## src/rtl/pcpu_irq_pkg.sv

```systemverilog
package pcpu_irq_pkg;

    localparam int ACK_W = 10;
    localparam logic [ACK_W-1:0] ACK_NONE = '1;

    localparam int REG_ADDR_W = 12;
    localparam logic [REG_ADDR_W-1:0] OFS_ACK  = 12'h044;
    localparam logic [REG_ADDR_W-1:0] OFS_MSET = 12'h048;
    localparam logic [REG_ADDR_W-1:0] OFS_MCLR = 12'h04C;

    typedef enum logic [1:0] {
        OP_IDLE,
        OP_MASK_SET,
        OP_MASK_CLR,
        OP_ACK_RD
    } bus_op_e;

endpackage

```

## src/rtl/pcpu_mask_bank.sv

```systemverilog
module pcpu_mask_bank
    import pcpu_irq_pkg::*;
#(
    parameter int NUM_SRC = 64,
    parameter int DATA_W  = 32
) (
    input  logic               clk,
    input  logic               rst_n,
    input  bus_op_e            op,
    input  logic [DATA_W-1:0]  wdata,
    output logic [NUM_SRC-1:0] mask_o
);
    localparam int IDX_W = (NUM_SRC > 1) ? $clog2(NUM_SRC) : 1;

    typedef struct packed {
        logic [NUM_SRC-1:0] mask;
    } bank_t;

    bank_t bank_d, bank_q;
    logic in_range;
    logic [IDX_W-1:0] idx;

    always_comb begin
        in_range = (wdata < DATA_W'(NUM_SRC));
        idx      = wdata[IDX_W-1:0];
        bank_d   = bank_q;
        if (in_range) begin
            if (op == OP_MASK_SET) begin
                bank_d.mask[idx] = 1'b1;
            end else if (op == OP_MASK_CLR) begin
                bank_d.mask[idx] = 1'b0;
            end
        end
    end

    always_ff @(posedge clk or negedge rst_n) begin
        if (!rst_n) begin
            bank_q.mask <= '1;
        end else begin
            bank_q <= bank_d;
        end
    end

    assign mask_o = bank_q.mask;

endmodule

```

## src/rtl/pcpu_eligible.sv

```systemverilog
module pcpu_eligible #(
    parameter int NUM_SRC = 64,
    parameter int NUM_CPU = 4,
    parameter int CPU_ID  = 0,
    parameter int PCPU_A  = 3,
    parameter int PCPU_B  = 5
) (
    input  logic [NUM_SRC-1:0]         pend,
    input  logic [NUM_SRC-1:0]         gen_en,
    input  logic [NUM_SRC*NUM_CPU-1:0] route,
    input  logic [NUM_SRC-1:0]         mask,
    output logic [NUM_SRC-1:0]         elig
);
    for (genvar i = 0; i < NUM_SRC; i++) begin : g_src
        localparam bit IS_PCPU = (i == PCPU_A) || (i == PCPU_B);
        logic en_ok;
        if (IS_PCPU) begin : g_pcpu
            assign en_ok = 1'b1;
        end else begin : g_shared
            assign en_ok = gen_en[i];
        end
        assign elig[i] = pend[i] & route[i*NUM_CPU + CPU_ID] & en_ok & ~mask[i];
    end

endmodule

```

## src/rtl/pcpu_low_pick.sv

```systemverilog
module pcpu_low_pick
    import pcpu_irq_pkg::*;
#(
    parameter int NUM_SRC = 64
) (
    input  logic [NUM_SRC-1:0] req,
    output logic               found,
    output logic [ACK_W-1:0]   id
);
    always_comb begin
        found = 1'b0;
        id    = ACK_NONE;
        for (int i = NUM_SRC - 1; i >= 0; i--) begin
            if (req[i]) begin
                found = 1'b1;
                id    = ACK_W'(i);
            end
        end
    end

endmodule

```

## src/rtl/pcpu_irq_slice.sv

```systemverilog
module pcpu_irq_slice
    import pcpu_irq_pkg::*;
#(
    parameter int NUM_SRC = 64,
    parameter int NUM_CPU = 4,
    parameter int CPU_ID  = 0,
    parameter int PCPU_A  = 3,
    parameter int PCPU_B  = 5,
    parameter int ADDR_W  = REG_ADDR_W,
    parameter int DATA_W  = 32
) (
    input  logic                       clk,
    input  logic                       rst_n,
    input  logic [NUM_SRC-1:0]         src_pend,
    input  logic [NUM_SRC-1:0]         src_gen_en,
    input  logic [NUM_SRC*NUM_CPU-1:0] src_route,
    input  logic                       bus_valid,
    input  logic                       bus_write,
    input  logic [ADDR_W-1:0]          bus_addr,
    input  logic [DATA_W-1:0]          bus_wdata,
    output logic [DATA_W-1:0]          bus_rdata,
    output logic                       cpu_irq
);
    typedef struct packed {
        logic [DATA_W-1:0] rdata;
        logic              irq;
    } out_t;

    out_t    out_d, out_q;
    bus_op_e op;
    logic [NUM_SRC-1:0] mask_q;
    logic [NUM_SRC-1:0] elig_w;
    logic               any_w;
    logic [ACK_W-1:0]   ack_id_w;

    always_comb begin
        op = OP_IDLE;
        if (bus_valid) begin
            if (bus_write && bus_addr == ADDR_W'(OFS_MSET)) begin
                op = OP_MASK_SET;
            end else if (bus_write && bus_addr == ADDR_W'(OFS_MCLR)) begin
                op = OP_MASK_CLR;
            end else if (!bus_write && bus_addr == ADDR_W'(OFS_ACK)) begin
                op = OP_ACK_RD;
            end
        end
    end

    pcpu_mask_bank #(
        .NUM_SRC (NUM_SRC),
        .DATA_W  (DATA_W)
    ) u_bank (
        .clk    (clk),
        .rst_n  (rst_n),
        .op     (op),
        .wdata  (bus_wdata),
        .mask_o (mask_q)
    );

    pcpu_eligible #(
        .NUM_SRC (NUM_SRC),
        .NUM_CPU (NUM_CPU),
        .CPU_ID  (CPU_ID),
        .PCPU_A  (PCPU_A),
        .PCPU_B  (PCPU_B)
    ) u_elig (
        .pend   (src_pend),
        .gen_en (src_gen_en),
        .route  (src_route),
        .mask   (mask_q),
        .elig   (elig_w)
    );

    pcpu_low_pick #(
        .NUM_SRC (NUM_SRC)
    ) u_pick (
        .req   (elig_w),
        .found (any_w),
        .id    (ack_id_w)
    );

    always_comb begin
        out_d     = out_q;
        out_d.irq = any_w;
        if (op == OP_ACK_RD) begin
            out_d.rdata = DATA_W'(ack_id_w);
        end
    end

    always_ff @(posedge clk or negedge rst_n) begin
        if (!rst_n) begin
            out_q.rdata <= '0;
            out_q.irq   <= 1'b0;
        end else begin
            out_q <= out_d;
        end
    end

    assign bus_rdata = out_q.rdata;
    assign cpu_irq   = out_q.irq;

endmodule

```

## config.mk

```make
export PLATFORM = sky130hd
export DESIGN_NAME = pcpu_irq_slice
export DESIGN_NICKNAME = d
export VERILOG_FILES = /design/src/rtl/pcpu_irq_pkg.sv /design/src/rtl/pcpu_mask_bank.sv /design/src/rtl/pcpu_eligible.sv /design/src/rtl/pcpu_low_pick.sv /design/src/rtl/pcpu_irq_slice.sv
export SDC_FILE = /design/constraint.sdc
export NUM_CORES = 1
export LEC_CHECK = 0
export BUFFER_PORTS_ARGS = -buffer_cell sky130_fd_sc_hd__buf_2
export CAP_MARGIN = 20
export CORE_AREA = 2 2 180 182
export DETAILED_ROUTE_END_ITERATION = 7
export DIE_AREA = 0 0 182 184
export PLACE_DENSITY = 0.39
export SKIP_CTS_REPAIR_TIMING = 1
export SLEW_MARGIN = 0
export SYNTH_ARGS = -nofsm -noshare
export SYNTH_HDL_FRONTEND = slang
export SYNTH_SLANG_ARGS = --single-unit
```

## constraint.sdc

```tcl
create_clock -name clk -period 6.93 [get_ports clk]
set_clock_uncertainty 0.05 [all_clocks]
set_input_delay 1.386 -clock clk [delete_from_list [all_inputs] [get_ports clk]]
set_output_delay 1.386 -clock clk [all_outputs]
set_load 0.05 [all_outputs]
```

==> out/metrics.cfg <==
[cts]
clock_path_buffers = 2
cts-root-buf = sky130_fd_sc_hd__clkbuf_16
numCtsBuffers = 9
clock_latency_ps = 350
cts_max_level = 3
clock_sink_count = 72
tritoncts = done
clkSlewWorstSetupHoldPaths_ps = 60

[worst_setup_path]
crit_top_cell = sky130_fd_sc_hd__nand4_1
family_with_the_most_delay_on_the_worst_path = simple AND/OR/NAND/NOR gates
worstPathCellList = buf_2 > nor4b_1 > nand4_1 > or2_2 > ha_2 > nor4_1 > nand4_1 > or3_1 > nor3b_4 > nand2_1 > mux2_1
crit_path_max_incr_delay_ps = 680
critical_path_buf_inv_count = 1
element_type_at_the_critical_path_end = flop
crit_path_start_kind = primary input
required_time_of_the_worst_setup_path_ps = 7150
crit_path_top_delay_cell = sky130_fd_sc_hd__nor3b_4
timing.critical_path.fanout_max = 8
setup.worst_path.class = primary input to flop
cp_data_arrival_time_ps = 4790

[synth]
synth_sequential_area_ratio_pct = 37.8
synth.largest_area_cell = sky130_fd_sc_hd__dfstp_2
synth_flop_cell = sky130_fd_sc_hd__dfstp_2
synth_top_cells_by_area = sky130_fd_sc_hd__dfstp_2 (34%), sky130_fd_sc_hd__mux2_2 (12%), sky130_fd_sc_hd__nand4b_1 (7.2%), sky130_fd_sc_hd__and4b_1 (6.4%), sky130_fd_sc_hd__nand2_1 (6.4%)
postSynth.asyncResetShare_pct = 100
syn_area_per_cell_um2 = 9.89
post_synth_inst_count = 504
synth_largest_type_area_fraction_pct = 33.7
post_synth_instance_area_um2 = 4980
post_synth_edffs = 0
yosys.cell_types.count = 57
ys_warn_count = 0
postSynthRegisterBits = 72

[sta]
setup-tns-final_ps = 0
maxSlewHeadroom_pct = 28.9
whs_ps = 443
finalWorstPathRequiredPeriod_ps = 4560
timing_max_transition_violations_final = 0
setup_viol = 0
fmaxAchievable_mhz = 219
timing.final.crit_share_pct = 65.8
rsz0062_at_grt = no
finalHoldViolations = 0
worst_slew_pin_slew_ps = 1040

[power_and_ir_drop]
pwr_density_cell_nw_per_um2 = 161
power.static_leakage_nw = 3.14
worst_ir_drop_vdd_uv = 83.7
fin_total_pwr_mw = 1.12

[layout]
fin_area_um2 = 6920
layout.area.seq_um2 = 1880
layout.nets = 1181
drive_gt1_share_pct = 53.5
multi_input_combinational_cell_area_um2 = 2900
layout.filler_cells = 3478
areaGrowthSynthToFinish_pct = 38.9
final_cell_count_no_fill = 1157

[job]
maxCapViolCount = 0

[detailed_routing]
avgRoutedWirePerCell_um = 18.9
viasPerCell = 4.17
dr.first_iter.drc_count = 218
number_of_search_and_repair_iterations_in_the_first_detailed_routing_pass = 6
post-route-drc-count = 0
drtAntennaViolNets = 0
routed_wl_um = 21800
dr_total_vias = 4824

[die]
placement_rows = 65
core-area_um2 = 31400
boundaryPins = 465
initial_core_util_pct = 15.9
fp.dieW_um = 182
die_h_um = 184
die_area_um2 = 33500

[placed_design]
place_inst = 1137
port_buffers = 248
dpl.hpwl_um = 17500
finalWeightedCongestion = 0.750
post_place_cell_area_um2 = 6600

[grt]
grt_start_max_net_pins = 65
global_route_wire_length_before_repair_um = 31600
grt_pass1_vias = 4931
grt_ovf = 0
antenna_violations_before_repair = 3
global_route.usage.total_pct = 13.1

[outcome]
outcome = complete, no violations

[hold_path]
min-delay-path-class = flop to flop

==> cells by family after synthesis <==
group / count (synthesis) / synth area share, %
adder cells (fa/ha/maj): 2 / 0.502
buffers and inverters: 50 / 5.67
AND/OR/NAND/NOR: 261 / 33.7
other: 1 / 0.0752
flip-flops: 72 / 37.8
AO/OA/AOI/OAI: 52 / 7.38
multiplexers: 66 / 14.9
==> metrics by stage <==
| stage | util, % | setup slack, ps |
|---|---|---|
| global route | 22.0 | 2060 |
| CTS | 22.0 | 2250 |
| detailed placement | 21.0 | 1870 |
| finish | 22.1 | 2370 |
| floorplan | - | 2770 |
| global placement | 21.0 | 1890 |
==> placed cells by master (no fill, tap or decap), drive strengths merged, types with 5 or more instances in the layout <==
master and n:
buf 254, nor3b 9, and4 6, nand2 85, a211oi 6, dfstp 64, nor4 13, nor3 10
a21oi 6, inv 6, nand4b 41, mux2 65, clkbuf 12, o21ai 9, dfrtp 8, nand3 8
and2 5, o211ai 7, conb 22, nand4 7, and4b 32, nor2 18
==> worst register-to-register path: stages, from the launching register on <==
cell and delay, ps:
sky130_fd_sc_hd__dfstp_2 520, sky130_fd_sc_hd__and4b_1 260, sky130_fd_sc_hd__or4b_1 630, sky130_fd_sc_hd__a2111oi_0 850, sky130_fd_sc_hd__o21ai_1 240, sky130_fd_sc_hd__a221oi_1 300
==> where the power goes <==
group          internal, mW  switching [mW]
clock network         0.297           0.199
registers             0.422     0.000000543
logic                0.0813           0.117
==> cell type report <==
type	instances	share of cell area (%)
Sequential cell	72	27.2
Inverter	6	0.325
Timing Repair Buffer	255	18.8
Clock buffer	11	3.65
Tap cell	402	7.27
Antenna cell	3	0.108
Multi-Input combinational cell	403	41.9
Clock inverter	5	0.795
==> metal layers <==
layer / global-route usage (%) / vias to the layer above / part of all wire, %
li1: - / 2360 / -
met1: 16.9 / 2280 / 46
met2: 22.0 / 171 / 47
met3: 3.49 / 13 / 5.6
met4: 2.39 / 0 / 0.94
met5: 0 / - / 0
==> final timing paths <==
check | startpoint | to | slack, ps | cells past startpoint
max in group asynchronous | rst_n | async pin | 4880 | 2
setup / recovery | bus_addr[10] | flop | 2370 | 11
hold reg to reg | bus_rdata[0] | bus_rdata[0] | 440 | 2
hold / removal | bus_rdata[0] | bus_rdata[0] | 440 | 2
min in group asynchronous | rst_n | async pin | 1330 | 1
setup reg to reg | flop | bus_rdata[1] | 3990 | 5
==> cell usage after synthesis (7+ instances only) <==
library cell and number:
sky130_fd_sc_hd__and4b_1 32, sky130_fd_sc_hd__buf_4 25, sky130_fd_sc_hd__clkbuf_1 18, sky130_fd_sc_hd__dfrtp_1 8, sky130_fd_sc_hd__dfstp_2 64, sky130_fd_sc_hd__mux2_1 11, sky130_fd_sc_hd__mux2_2 54, sky130_fd_sc_hd__nand2_1 85
sky130_fd_sc_hd__nand3_1 8, sky130_fd_sc_hd__nand4_1 7, sky130_fd_sc_hd__nand4b_1 41, sky130_fd_sc_hd__nor2_1 17, sky130_fd_sc_hd__nor3_1 8, sky130_fd_sc_hd__nor4_1 12, sky130_fd_sc_hd__o211ai_1 7, sky130_fd_sc_hd__o21ai_0 7
No activity file was read; power rests on OpenSTA's default activity.
